--- src/rtl/rxfp_pkg.sv ---
package rxfp_pkg;

  typedef enum logic [1:0] {
    AW_8   = 2'd0,
    AW_16  = 2'd1,
    AW_32  = 2'd2,
    AW_32B = 2'd3
  } acc_width_e;

  // Control fields, most significant first: [7] count-down, [6] big-endian,
  // [5:4] access width, [3:0] current pipe.
  typedef struct packed {
    logic       cnt_dec;
    logic       big_end;
    acc_width_e width;
    logic [3:0] pipe;
  } ctl_t;

  localparam int CTL_REWIND_BIT = 8;

  function automatic logic [2:0] width_bytes(acc_width_e w);
    case (w)
      AW_8:    return 3'd1;
      AW_16:   return 3'd2;
      default: return 3'd4;
    endcase
  endfunction

endpackage

--- src/rtl/rxfp_ctl.sv ---
module rxfp_ctl
  import rxfp_pkg::*;
(
  input  logic        clk,
  input  logic        rst_n,
  input  logic        we,
  input  logic [15:0] wdata,
  input  logic        cur_rdy,
  output ctl_t        ctl,
  output logic        rewind_fire,
  output logic [15:0] rdata
);

  ctl_t ctl_q;
  ctl_t wr_fields;
  logic ctl_unused;

  always_comb begin
    wr_fields = ctl_t'(wdata[7:0]);
    // rewind only when the pipe field is unchanged and the plane is readable
    rewind_fire = we && wdata[CTL_REWIND_BIT] && (wr_fields.pipe == ctl_q.pipe) && cur_rdy;
  end

  assign ctl_unused = ^wdata[15:9];

  always_ff @(posedge clk or negedge rst_n) begin
    if (!rst_n) begin
      ctl_q <= '0;
    end else if (we) begin
      ctl_q <= wr_fields;
    end
  end

  assign ctl   = ctl_q;
  assign rdata = {8'h00, ctl_q};

  // a write is visible on the next cycle
  a_r2_write_lands: assert property (@(posedge clk) disable iff (!rst_n)
    we |=> (rdata[7:0] == $past(wdata[7:0])));

endmodule

--- src/rtl/rxfp_pipe.sv ---
module rxfp_pipe #(
  parameter  int PLANE_BYTES = 8,
  parameter  int LEN_W       = 4,
  localparam int DATA_W      = PLANE_BYTES * 8,
  localparam int SUM_W       = LEN_W + 1
) (
  input  logic              clk,
  input  logic              rst_n,
  input  logic              load,
  input  logic [LEN_W-1:0]  load_len,
  input  logic [DATA_W-1:0] load_data,
  input  logic              take,
  input  logic [2:0]        take_bytes,
  input  logic              rewind,
  output logic              cur_full,
  output logic [LEN_W-1:0]  cur_len,
  output logic [LEN_W-1:0]  cur_ptr,
  output logic [DATA_W-1:0] cur_data
);

  logic [1:0]        full_q, full_d;
  logic              rsel_q, rsel_d;
  logic [LEN_W-1:0]  ptr_q, ptr_d;
  logic [LEN_W-1:0]  len_q  [2];
  logic [DATA_W-1:0] data_q [2];
  logic              fill_sel, accept, drain;
  logic [SUM_W-1:0]  sum;

  always_comb begin
    fill_sel = full_q[rsel_q] ? ~rsel_q : rsel_q;
    accept   = load && !full_q[fill_sel];
    sum      = {1'b0, ptr_q} + SUM_W'(take_bytes);
    drain    = take && !rewind && (sum >= {1'b0, len_q[rsel_q]});

    ptr_d = ptr_q;
    if (rewind || drain) ptr_d = '0;
    else if (take)       ptr_d = sum[LEN_W-1:0];

    rsel_d = drain ? ~rsel_q : rsel_q;

    full_d = full_q;
    if (drain)  full_d[rsel_q]   = 1'b0;
    if (accept) full_d[fill_sel] = 1'b1;
  end

  always_ff @(posedge clk or negedge rst_n) begin
    if (!rst_n) begin
      full_q <= '0;
      rsel_q <= 1'b0;
      ptr_q  <= '0;
    end else begin
      full_q <= full_d;
      rsel_q <= rsel_d;
      ptr_q  <= ptr_d;
    end
  end

  always_ff @(posedge clk) begin
    if (accept) begin
      len_q[fill_sel]  <= load_len;
      data_q[fill_sel] <= load_data;
    end
  end

  assign cur_full = full_q[rsel_q];
  assign cur_len  = len_q[rsel_q];
  assign cur_ptr  = ptr_q;
  assign cur_data = data_q[rsel_q];

  // a loaded plane never has its pointer at or past its length
  a_r7_ptr_in_plane: assert property (@(posedge clk) disable iff (!rst_n)
    cur_full |-> (cur_ptr < cur_len));

  // a read that does not finish the plane leaves the plane length alone
  a_r6_len_held: assert property (@(posedge clk) disable iff (!rst_n)
    (take && !rewind && (sum < {1'b0, cur_len})) |=> $stable(cur_len));

  // rewind restarts the same plane at byte 0
  a_r10_rewind_restart: assert property (@(posedge clk) disable iff (!rst_n)
    rewind |=> (cur_full && (cur_ptr == '0)));

endmodule

--- src/rtl/rxfp_lane.sv ---
module rxfp_lane
  import rxfp_pkg::*;
#(
  parameter  int PLANE_BYTES = 8,
  parameter  int LEN_W       = 4,
  localparam int DATA_W      = PLANE_BYTES * 8,
  localparam int SW          = LEN_W + 1
) (
  input  logic [DATA_W-1:0] plane,
  input  logic [LEN_W-1:0]  len,
  input  logic [LEN_W-1:0]  ptr,
  input  acc_width_e        width,
  input  logic              big_end,
  output logic [31:0]       lanes
);

  typedef logic [SW-1:0] idx_t;

  logic [2:0] nb;
  idx_t       src;

  always_comb begin
    nb    = width_bytes(width);
    lanes = '0;
    src   = '0;
    for (int j = 0; j < 4; j++) begin
      if (3'(j) < nb) begin
        if (big_end) src = {1'b0, ptr} + idx_t'(nb) - idx_t'(j + 1);
        else         src = {1'b0, ptr} + idx_t'(j);
        for (int k = 0; k < PLANE_BYTES; k++) begin
          if ((src == idx_t'(k)) && (idx_t'(k) < {1'b0, len}))
            lanes[j*8 +: 8] = plane[k*8 +: 8];
        end
      end
    end
  end

endmodule

--- src/rtl/rxfifo_rdport.sv ---
module rxfifo_rdport
  import rxfp_pkg::*;
#(
  parameter  int NPIPE       = 4,
  parameter  int PLANE_BYTES = 8,
  localparam int LEN_W       = $clog2(PLANE_BYTES + 1),
  localparam int DATA_W      = PLANE_BYTES * 8
) (
  input  logic              clk,
  input  logic              rst_n,
  input  logic              ctl_we,
  input  logic [15:0]       ctl_wdata,
  output logic [15:0]       ctl_rdata,
  input  logic [NPIPE-1:0]  pipe_is_tx,
  input  logic              wr_en,
  input  logic [3:0]        wr_pipe,
  input  logic [LEN_W-1:0]  wr_len,
  input  logic [DATA_W-1:0] wr_data,
  input  logic              rd_en,
  output logic [31:0]       rd_data,
  output logic              rdy,
  output logic [LEN_W-1:0]  dtln
);

  ctl_t              ctl;
  logic              rewind_fire;
  logic [2:0]        nb;
  logic              wr_ok;
  logic              p_full [NPIPE];
  logic [LEN_W-1:0]  p_len  [NPIPE];
  logic [LEN_W-1:0]  p_ptr  [NPIPE];
  logic [DATA_W-1:0] p_data [NPIPE];
  logic              cur_full, cur_tx;
  logic [LEN_W-1:0]  cur_len, cur_ptr;
  logic [DATA_W-1:0] cur_data;
  logic [31:0]       lane_out;

  rxfp_ctl u_ctl (
    .clk         (clk),
    .rst_n       (rst_n),
    .we          (ctl_we),
    .wdata       (ctl_wdata),
    .cur_rdy     (rdy),
    .ctl         (ctl),
    .rewind_fire (rewind_fire),
    .rdata       (ctl_rdata)
  );

  assign nb    = width_bytes(ctl.width);
  assign wr_ok = wr_en && (wr_len != '0) && (wr_len <= LEN_W'(PLANE_BYTES));

  for (genvar g = 0; g < NPIPE; g++) begin : g_pipe
    rxfp_pipe #(.PLANE_BYTES(PLANE_BYTES), .LEN_W(LEN_W)) u_pipe (
      .clk        (clk),
      .rst_n      (rst_n),
      .load       (wr_ok && (wr_pipe == 4'(g))),
      .load_len   (wr_len),
      .load_data  (wr_data),
      .take       (rd_en && rdy && (ctl.pipe == 4'(g))),
      .take_bytes (nb),
      .rewind     (rewind_fire && (ctl.pipe == 4'(g))),
      .cur_full   (p_full[g]),
      .cur_len    (p_len[g]),
      .cur_ptr    (p_ptr[g]),
      .cur_data   (p_data[g])
    );
  end

  always_comb begin
    cur_full = 1'b0;
    cur_tx   = 1'b0;
    cur_len  = '0;
    cur_ptr  = '0;
    cur_data = '0;
    for (int i = 0; i < NPIPE; i++) begin
      if (ctl.pipe == 4'(i)) begin
        cur_full = p_full[i];
        cur_tx   = pipe_is_tx[i];
        cur_len  = p_len[i];
        cur_ptr  = p_ptr[i];
        cur_data = p_data[i];
      end
    end
  end

  rxfp_lane #(.PLANE_BYTES(PLANE_BYTES), .LEN_W(LEN_W)) u_lane (
    .plane   (cur_data),
    .len     (cur_len),
    .ptr     (cur_ptr),
    .width   (ctl.width),
    .big_end (ctl.big_end),
    .lanes   (lane_out)
  );

  assign rdy     = cur_full && !cur_tx;
  assign rd_data = rdy ? lane_out : 32'h0;
  assign dtln    = !rdy ? '0 : (ctl.cnt_dec ? (cur_len - cur_ptr) : cur_len);

  // a readable plane always reports a nonzero length
  a_r9_ready_has_len: assert property (@(posedge clk) disable iff (!rst_n)
    rdy |-> (dtln != '0));

  // count-down steps by the access size on a read that leaves data behind
  a_r8_count_down: assert property (@(posedge clk) disable iff (!rst_n)
    (rd_en && rdy && ctl.cnt_dec && !ctl_we && (dtln > LEN_W'(nb)))
      |=> ((pipe_is_tx != $past(pipe_is_tx)) || (dtln == $past(dtln) - LEN_W'($past(nb)))));

endmodule

--- config.mk ---
export PLATFORM = sky130hd
export DESIGN_NAME = rxfifo_rdport
export DESIGN_NICKNAME = d
export VERILOG_FILES = /design/src/rtl/rxfp_pkg.sv /design/src/rtl/rxfp_ctl.sv /design/src/rtl/rxfp_pipe.sv /design/src/rtl/rxfp_lane.sv /design/src/rtl/rxfifo_rdport.sv
export SDC_FILE = /design/constraint.sdc
export NUM_CORES = 1
export LEC_CHECK = 0
export ABC_AREA = 0
export BUFFER_PORTS_ARGS = -buffer_cell sky130_fd_sc_hd__buf_2
export CAP_MARGIN = 20
export CORE_ASPECT_RATIO = 0.5
export CORE_UTILIZATION = 55
export CTS_BUF_LIST = sky130_fd_sc_hd__clkbuf_16
export DETAILED_ROUTE_END_ITERATION = 7
export MAX_ROUTING_LAYER = met4
export PLACE_DENSITY = 0.75
export SYNTH_ARGS = -nofsm -noshare
export SYNTH_HDL_FRONTEND = slang
export SYNTH_SLANG_ARGS = --single-unit
--- constraint.sdc ---
create_clock -name clk -period 13.1 [get_ports clk]
set_input_delay 1.31 -clock clk [delete_from_list [all_inputs] [get_ports clk]]
set_output_delay 1.31 -clock clk [all_outputs]
set_load 0.02 [all_outputs]
==> results of run 1 <==
-- power by group through the flow --
stage | Clock, mW | Sequential [mW] | Combinational [mW]
after floorplan | 0 | 2.11 | 0.285
after global placement | 0 | 2.11 | 0.434
after detailed placement | 0 | 2.12 | 0.439
after CTS | 1.50 | 2.08 | 0.442
after global routing | 1.57 | 2.08 | 0.481
final | 1.49 | 2.08 | 0.454
-- worst paths after layout --
check | startpoint | slack, ns | cells after the start | end
max | u_ctl.ctl[1] | 4.84 | 15 | rd_data[23]
min | g_pipe[1].u_pipe.cur_ptr[0] | 0.54 | 1 | g_pipe[1].u_pipe.cur_ptr[0]
max reg2reg | u_ctl.ctl[1] | 9.20 | 6 | g_pipe[2].u_pipe.cur_ptr[1]
min reg2reg | g_pipe[1].u_pipe.cur_ptr[0] | 0.54 | 1 | g_pipe[1].u_pipe.cur_ptr[0]
max in group asynchronous | rst_n | 11.59 | 1 | u_ctl.ctl[0]
min in group asynchronous | rst_n | 0.84 | 1 | g_pipe[3].u_pipe.rsel_q
-- cell type report --
type	count	share of cell area [%]
clock buffers	49	3.98
flip-flops and latches	580	56.0
well taps	678	2.75
repair buffers	170	3.05
multi-input cells	1330	32.2
diodes	2	0.0162
clock inverters	40	1.27
inverters	58	0.706
-- sequential cells by signal, summed over array words and instances, names as in the netlist --
register / flops
g_pipe.u_pipe.cur_ptr: 16
g_pipe.u_pipe.len_q: 32
u_ctl.ctl: 8
g_pipe.u_pipe.data_q: 512
g_pipe.u_pipe.rsel_q: 4
g_pipe.u_pipe.full_q: 8
-- cell usage in the layout, fill, tap and decap left out, types with 10 or more instances in the layout --
master and n:
a211oi_1 50, a21o_1 18, a21oi_1 110, a221o_1 11, a221oi_1 17, a22o_1 22, a22oi_1 19, a31oi_1 24
a32oi_1 22, and2_1 10, buf_2 134, buf_4 36, clkbuf_16 49, dfrtp_1 31, edfxtp_1 544, ha_1 46
inv_1 65, mux2_2 63, mux2i_1 211, nand2_1 127, nand2b_1 20, nand3_1 30, nand4_1 15, nor2_1 111
nor2b_1 37, nor3_1 43, nor3_2 10, nor3b_1 11, o211ai_1 10, o21ai_0 31, o221ai_1 19, o22ai_1 52
xnor2_1 18
-- layer usage --
| metal | up-vias | routed length [microns] | track usage (%) |
|---|---|---|---|
| met4 | 0 | 2130 | 8.31 |
| li1 | 8360 | - | - |
| met1 | 9619 | 35800 | 47.2 |
| met3 | 155 | 7590 | 5.27 |
| met2 | 1014 | 36100 | 47.1 |
| met5 | - | 0 | - |
-- per-stage QoR --
| step | cells | setup WS [ns] |
|---|---|---|
| after floorplan | 2081 | 2.87 |
| after global placement | 2816 | 5.62 |
| after detailed placement | 2816 | 5.65 |
| after CTS | 2905 | 5.02 |
| after global routing | 2905 | 4.70 |
| final | 2907 | 4.84 |
-- critical path, stage by stage (launching register included) --
cell,delay (ns)
dfrtp_1,0.75
or3b_2,0.90
o22ai_4,0.46
ha_1,0.35
xnor2_1,0.44
inv_1,0.23
ha_1,0.24
and2_1,0.14
o211a_1,0.21
o31ai_1,0.28
mux2i_2,0.45
nand2_2,0.27
nor3_1,0.89
a222oi_1,0.25
a31oi_1,0.26
buf_2,0.20
-- cell families after synthesis --
logic type	count (synthesis)	synth area share, %
fa+ha+maj	52	2.49
mux	279	10.5
buf+inv	171	2.96
simple gates	466	8.50
compound gates	498	12.9
xor+xnor	27	0.896
other cells	1	0.0134
flops	580	61.7
==> summary.md, run 1 <==
| Metric | Value |
|---|---|
| Leakage | between 10 and 15 nW |
| Cell Area, Synth | 27,900 sq um |
| Routed Antenna Nets | 0 |
| Global route overflow | 0 |
| # Post-CTS Setup Buffers | 0 |
| Initial Util | between 50% and 60% |
| Crit-path max FO | 28 |
| Cells after Synth | 2,074 |
| H-tree level count | 2 |
| CP endpoint kind | output pin |
| I/O Pins | 150 |
| Fin area | ~31,000 sq um |
| Cell variety after synth | 101 |
| Data arrival, critical path | a little under 7 ns |
| Worst slew pin tran | around 1.2 ns |
| First-pass GRT wire length | 119,000 microns |
| Die area | 51,700 sq um |
| P_int | about 3 mW |
| PostCTS Resize Cnt | 0 |
| Synth top area cells | edfxtp_1 59%, mux2i_1 7.6%, dfrtp_1 3.2% |
| CTS sink cnt | 580 |
| Slew headroom | about 20% |
| Max-Cap Viols | 0 |
| Post-place instance area | 29,200 sq um |
| CTS Root Cell | clkbuf_16 |
| Vias post-DR | approximately 19,000 |
| HP Class | reg2reg |
| CTS tree | built |
| WP data required | between 10 and 15 ns |
| Final max-slew violation count | 0 |
| I/O Buffers | roughly 130 |
| Final count of negative-setup-slack endpoints | 0 |
| Hold buffer count at cts | 0 |
| Sum Neg Setup Slack | 0 ns |
| Share of layout cells above drive strength 1 | 17.0% |
| Die width | ~320 microns |
| Status | finished, final reports clean |
| Fin util | between 60% and 70% |
| Remaining DRCs | 0 |
| Top-count cell post-synth | edfxtp_1 |
| Net Sw Frac | roughly a quarter |
| Largest net degree at the start of global routing | 69 |
| Deepest clock path buffer count | 3 |
| Tot Pwr | around 4.0 mW |
| CP Launch Type | register |
| Post-synthesis register bit count | between 500 and 600 |
| Register area | ~17,000 sq um |
| Clock skew | between 0.04 and 0.05 ns |
| Initial antenna violation count | 1 |
| Hold WS | between 0.5 and 0.6 ns |
| Rows | 57 |
| Final hold viol count | 0 |
| Switching pwr | a little over 1 mW |
| Min Clock Period, post-route | between 8 and 9 ns |
| Fillers | 3,682 |
| DR iter-0 viols | between 2,000 and 3,000 |
| Fin nets | 2,338 |
| Latest clock arrival within the worst-skew pair | around 0.62 ns |
| Number of detailed-routing iterations run before antenna repair | 8 |
| Num CTS Buffers | 49 |
| Die height | between 150 and 200 microns |
| Clock power frac | between 30% and 40% |
| Multi-input logic area | between 9000 and 10,000 sq um |
| WS Path Type | reg2out |
| Gr usage total | about 32% |
| Drt total wl | 81,600 microns |
| Peak VDD IR | around 0.00011 V |
| Part of the cycle the worst path needs | between 60% and 70% |
| Post-synth top area share | between 50% and 60% |
| Wire per inst | between 20 and 30 microns |
| RSZ-0062 raised after global routing | no |
| Comb pwr share | 11.3% |
| YS warnings | 0 |
| Seq pwr share | roughly half |
| Sequential share of the synthesized area | between 60 and 70% |
| Synthesized area per cell | 13.5 sq um |
| Placer's final routability congestion estimate | 1.03 |
| Vias/cell | 6.59 |
| Post-synth EDFFs | about 540 |
| Post-synth ARST share | 6.21% |
| Commonest cells in the netlist | 544 x edfxtp_1, 211 x mux2i_1, 127 x nand2_1, 111 x nor2_1, 110 x a21oi_1 |
| Post-synth top area cell | edfxtp_1 |
| Max frequency | 121 MHz |
| Hpwl dp | approximately 53,000 microns |
| Area grow syn2layout | 10.4% |
| Core Region | 49,300 sq um |
| Number of global-route vias before repair | 18,052 |
| Reg clk slew, reported paths | 0.06 ns |
| Pwr/cell area | between 100 and 150 nW/um^2 |
| Top_reg_cell synth | edfxtp_1 |
Note: power is estimated with default switching activity, not from simulation.
==> run 2: changes to the inputs <==
==> constraint.sdc (replaced) <==
create_clock -name clk -period 6.6 [get_ports clk]
set_input_delay 0.66 -clock clk [delete_from_list [all_inputs] [get_ports clk]]
set_output_delay 0.66 -clock clk [all_outputs]
set_load 0.02 [all_outputs]
==> run 2 against run 1 <==
Against the previous run:
- sequential share of layout area is 0.65 points lower
- final cell count rose by 1.3%
- highest routed layer unchanged
- global-route usage increased by 1.5 points
- first-iteration DRC count is 0.69% lower
- design area increased by 1.2%
- clock skew shrank 0.018 ns
- non-clock buffer count grew 39
- critical path depth is 1 higher
- largest power group unchanged
- sequential cell count is the same
- combinational power rose by 110%
- via count rose by 2.1%
- core utilization is 0.73 points higher
==> summary.md, run 2 (synthesis gave the netlist of run 1 again) <==
| Metric | Value |
|---|---|
| Status | finished, final reports clean |
| Area grow syn2layout | 11.7% |
| Slew headroom | 5.65% |
| Core Region | about 49,000 sq um |
| Multi-input logic area | around 10,000 sq um |
| Biggest register | g_pipe.u_pipe.data_q |
| Initial Util | 56.6% |
| Latest clock arrival within the worst-skew pair | ~0.60 ns |
| Final max-slew violation count | 0 |
| Vias/cell | approximately 6.6 |
| Leakage | 10.4 nW |
| Largest net degree at the start of global routing | around 70 |
| Buffers & Inverters on Critical Path | 2 |
| Part of the cycle the worst path needs | a little over nine tenths |
| Rows | 57 |
| Most frequent cells in the layout | 544 x edfxtp_1, 211 x mux2i_1, 134 x buf_2 |
| CP Launch Type | register |
| CTS Root Cell | clkbuf_16 |
| Die width | approximately 320 microns |
| Clock skew | roughly 0.023 ns |
| Routed Antenna Nets | 0 |
| Gr usage total | about a third |
| Reg2reg path depth | 10 |
| Pwr/cell area | 252 nW/um^2 |
| Busiest grt layer | met1 |
| Finished Layout Cells | roughly 2,900 |
| GR Util met2 | 49.2% |
| Met3 Use GR | under 10% |
| Slowest stage delay, CP | about 0.55 ns |
| DR iter-0 viols | approximately 2,600 |
| Wire per inst | roughly 29 microns |
| H-tree level count | 2 |
| Vias post-DR | 19,552 |
| WS Path Type | reg2out |
| Die area | between 50,000 and 60,000 sq um |
| Crit-path max FO | 9 |
| Tot Pwr | around 7.9 mW |
| Data arrival, critical path | between 5 and 6 ns |
| Met1 Use GR | between 40% and 50% |
| Hpwl dp | around 57,000 microns |
| Hold buffer count at cts | 0 |
| HP Class | in2async |
| Min Clock Period, post-route | between 6 and 7 ns |
| Max reg flops | 512 |
| CTS sink cnt | 580 |
| Deepest clock path buffer count | 3 |
| I/O Buffers | around 130 |
| I/O Pins | 150 |
| Number of cells after detailed placement | between 2,000 and 3,000 |
| Most common cell after layout, fill and taps aside | edfxtp_1 |
| Top delay family on crit path | compound AO/OA/AOI/OAI gates |
| Max frequency | around 150 MHz |
| Peak VDD IR | between 0.0002 and 0.00025 V |
| Reg clk slew, reported paths | 0.07 ns |
| Share of layout cells above drive strength 1 | a little under a fifth |
| Global route overflow | 0 |
| Drt total wl | 84,900 microns |
| Fillers | between 3,000 and 4,000 |
| CTS tree | built |
| RR Startpoint | g_pipe[3].u_pipe.rsel_q |
| Reg-to-Reg End | g_pipe[2].u_pipe.cur_ptr[1] |
| Initial antenna violation count | 2 |
| Final hold viol count | 0 |
| Number of detailed-routing iterations run before antenna repair | 6 |
| First-pass GRT wire length | about 120,000 microns |
| Remaining DRCs | 0 |
| R2R setup slack | 2.72 ns |
| Number of global-route vias before repair | 18,406 |
| Placer's final routability congestion estimate | ~1.0 |
| Critical Path, Cell by Cell | mux2_4 -> a22oi_2 -> inv_1 -> ha_1 -> a21o_1 -> a21oi_1 -> xnor2_1 -> ha_1 -> o21ai_0 -> a32oi_1 -> o221a_2 -> nand4_1 -> o21ai_0 -> o32ai_1 -> a211oi_1 -> buf_2 |
| Final count of negative-setup-slack endpoints | 0 |
| Register area | about 17,000 sq um |
| Critical-path top delay cell | dfrtp_4 |
| CP endpoint kind | output pin |
| Num CTS Buffers | 50 |
| Fin nets | 2,378 |
| Worst slew pin tran | around 1.4 ns |
| Die height | between 150 and 200 microns |
| WP data required | roughly 5.9 ns |
| Max-Cap Viols | 0 |
## run 2: routing by layer
metal  wire length [microns]  share of wire, %  vias up
met2                   37400                44     1090
met3                    8170               9.6      145
met4                    2090               2.5        0
met1                   37200                44     9889
met5                       0                 0        -
li1                        -                 -     8428
## run 2: worst max-delay path by stage
stage	from	end	slack (ns)	cells past startpoint
floorplan	wr_len[1]	g_pipe[3].u_pipe.data_q[1][0]	-0.18	5
finish	u_ctl.ctl[0]	rd_data[10]	0.13	16
detailed placement	u_ctl.ctl[0]	rd_data[17]	0.49	17
global placement	u_ctl.ctl[0]	rd_data[17]	0.48	17
CTS	u_ctl.ctl[0]	rd_data[17]	0.04	17
global route	u_ctl.ctl[0]	rd_data[20]	-0.07	18
## run 2: timing repair
item / CTS / global route
setup buffers: 0 / 9
pin swaps: 2 / 4
endpoints found under the setup margin: 6 / 18
gates resized for setup: 4 / 13
## run 2: area by class of cell
class | instances | area share, %
flip-flops and latches | 580 | 55.3
multi-input cells | 1330 | 32.3
clock buffers | 51 | 4.09
repair buffers | 209 | 3.96
well taps | 678 | 2.72
clock inverters | 37 | 0.851
inverters | 58 | 0.698
diodes | 2 | 0.0161
## run 2: report_power, final
group | switching (mW) | internal (mW) | leakage [nW]
logic | 0.672 | 0.285 | 4.18
registers | 0.0503 | 4.07 | 5.36
clock network | 1.30 | 1.49 | 0.815
## run 2: per-stage QoR
stage	utilization, %	setup WS, ns	TNS, ns	hold slack, ns	cell area, sq um
2_1_floorplan	-	-0.179	-22.81	0.364	28000
3_3_place_gp	59.8	0.484	0	0.520	29500
3_5_place_dp	59.8	0.490	0	0.527	29500
4_1_cts	63.0	0.0445	0	0.193	31000
5_1_grt	63.3	-0.0653	-0.230	0.234	31200
6_report	63.3	0.128	0	0.185	31200
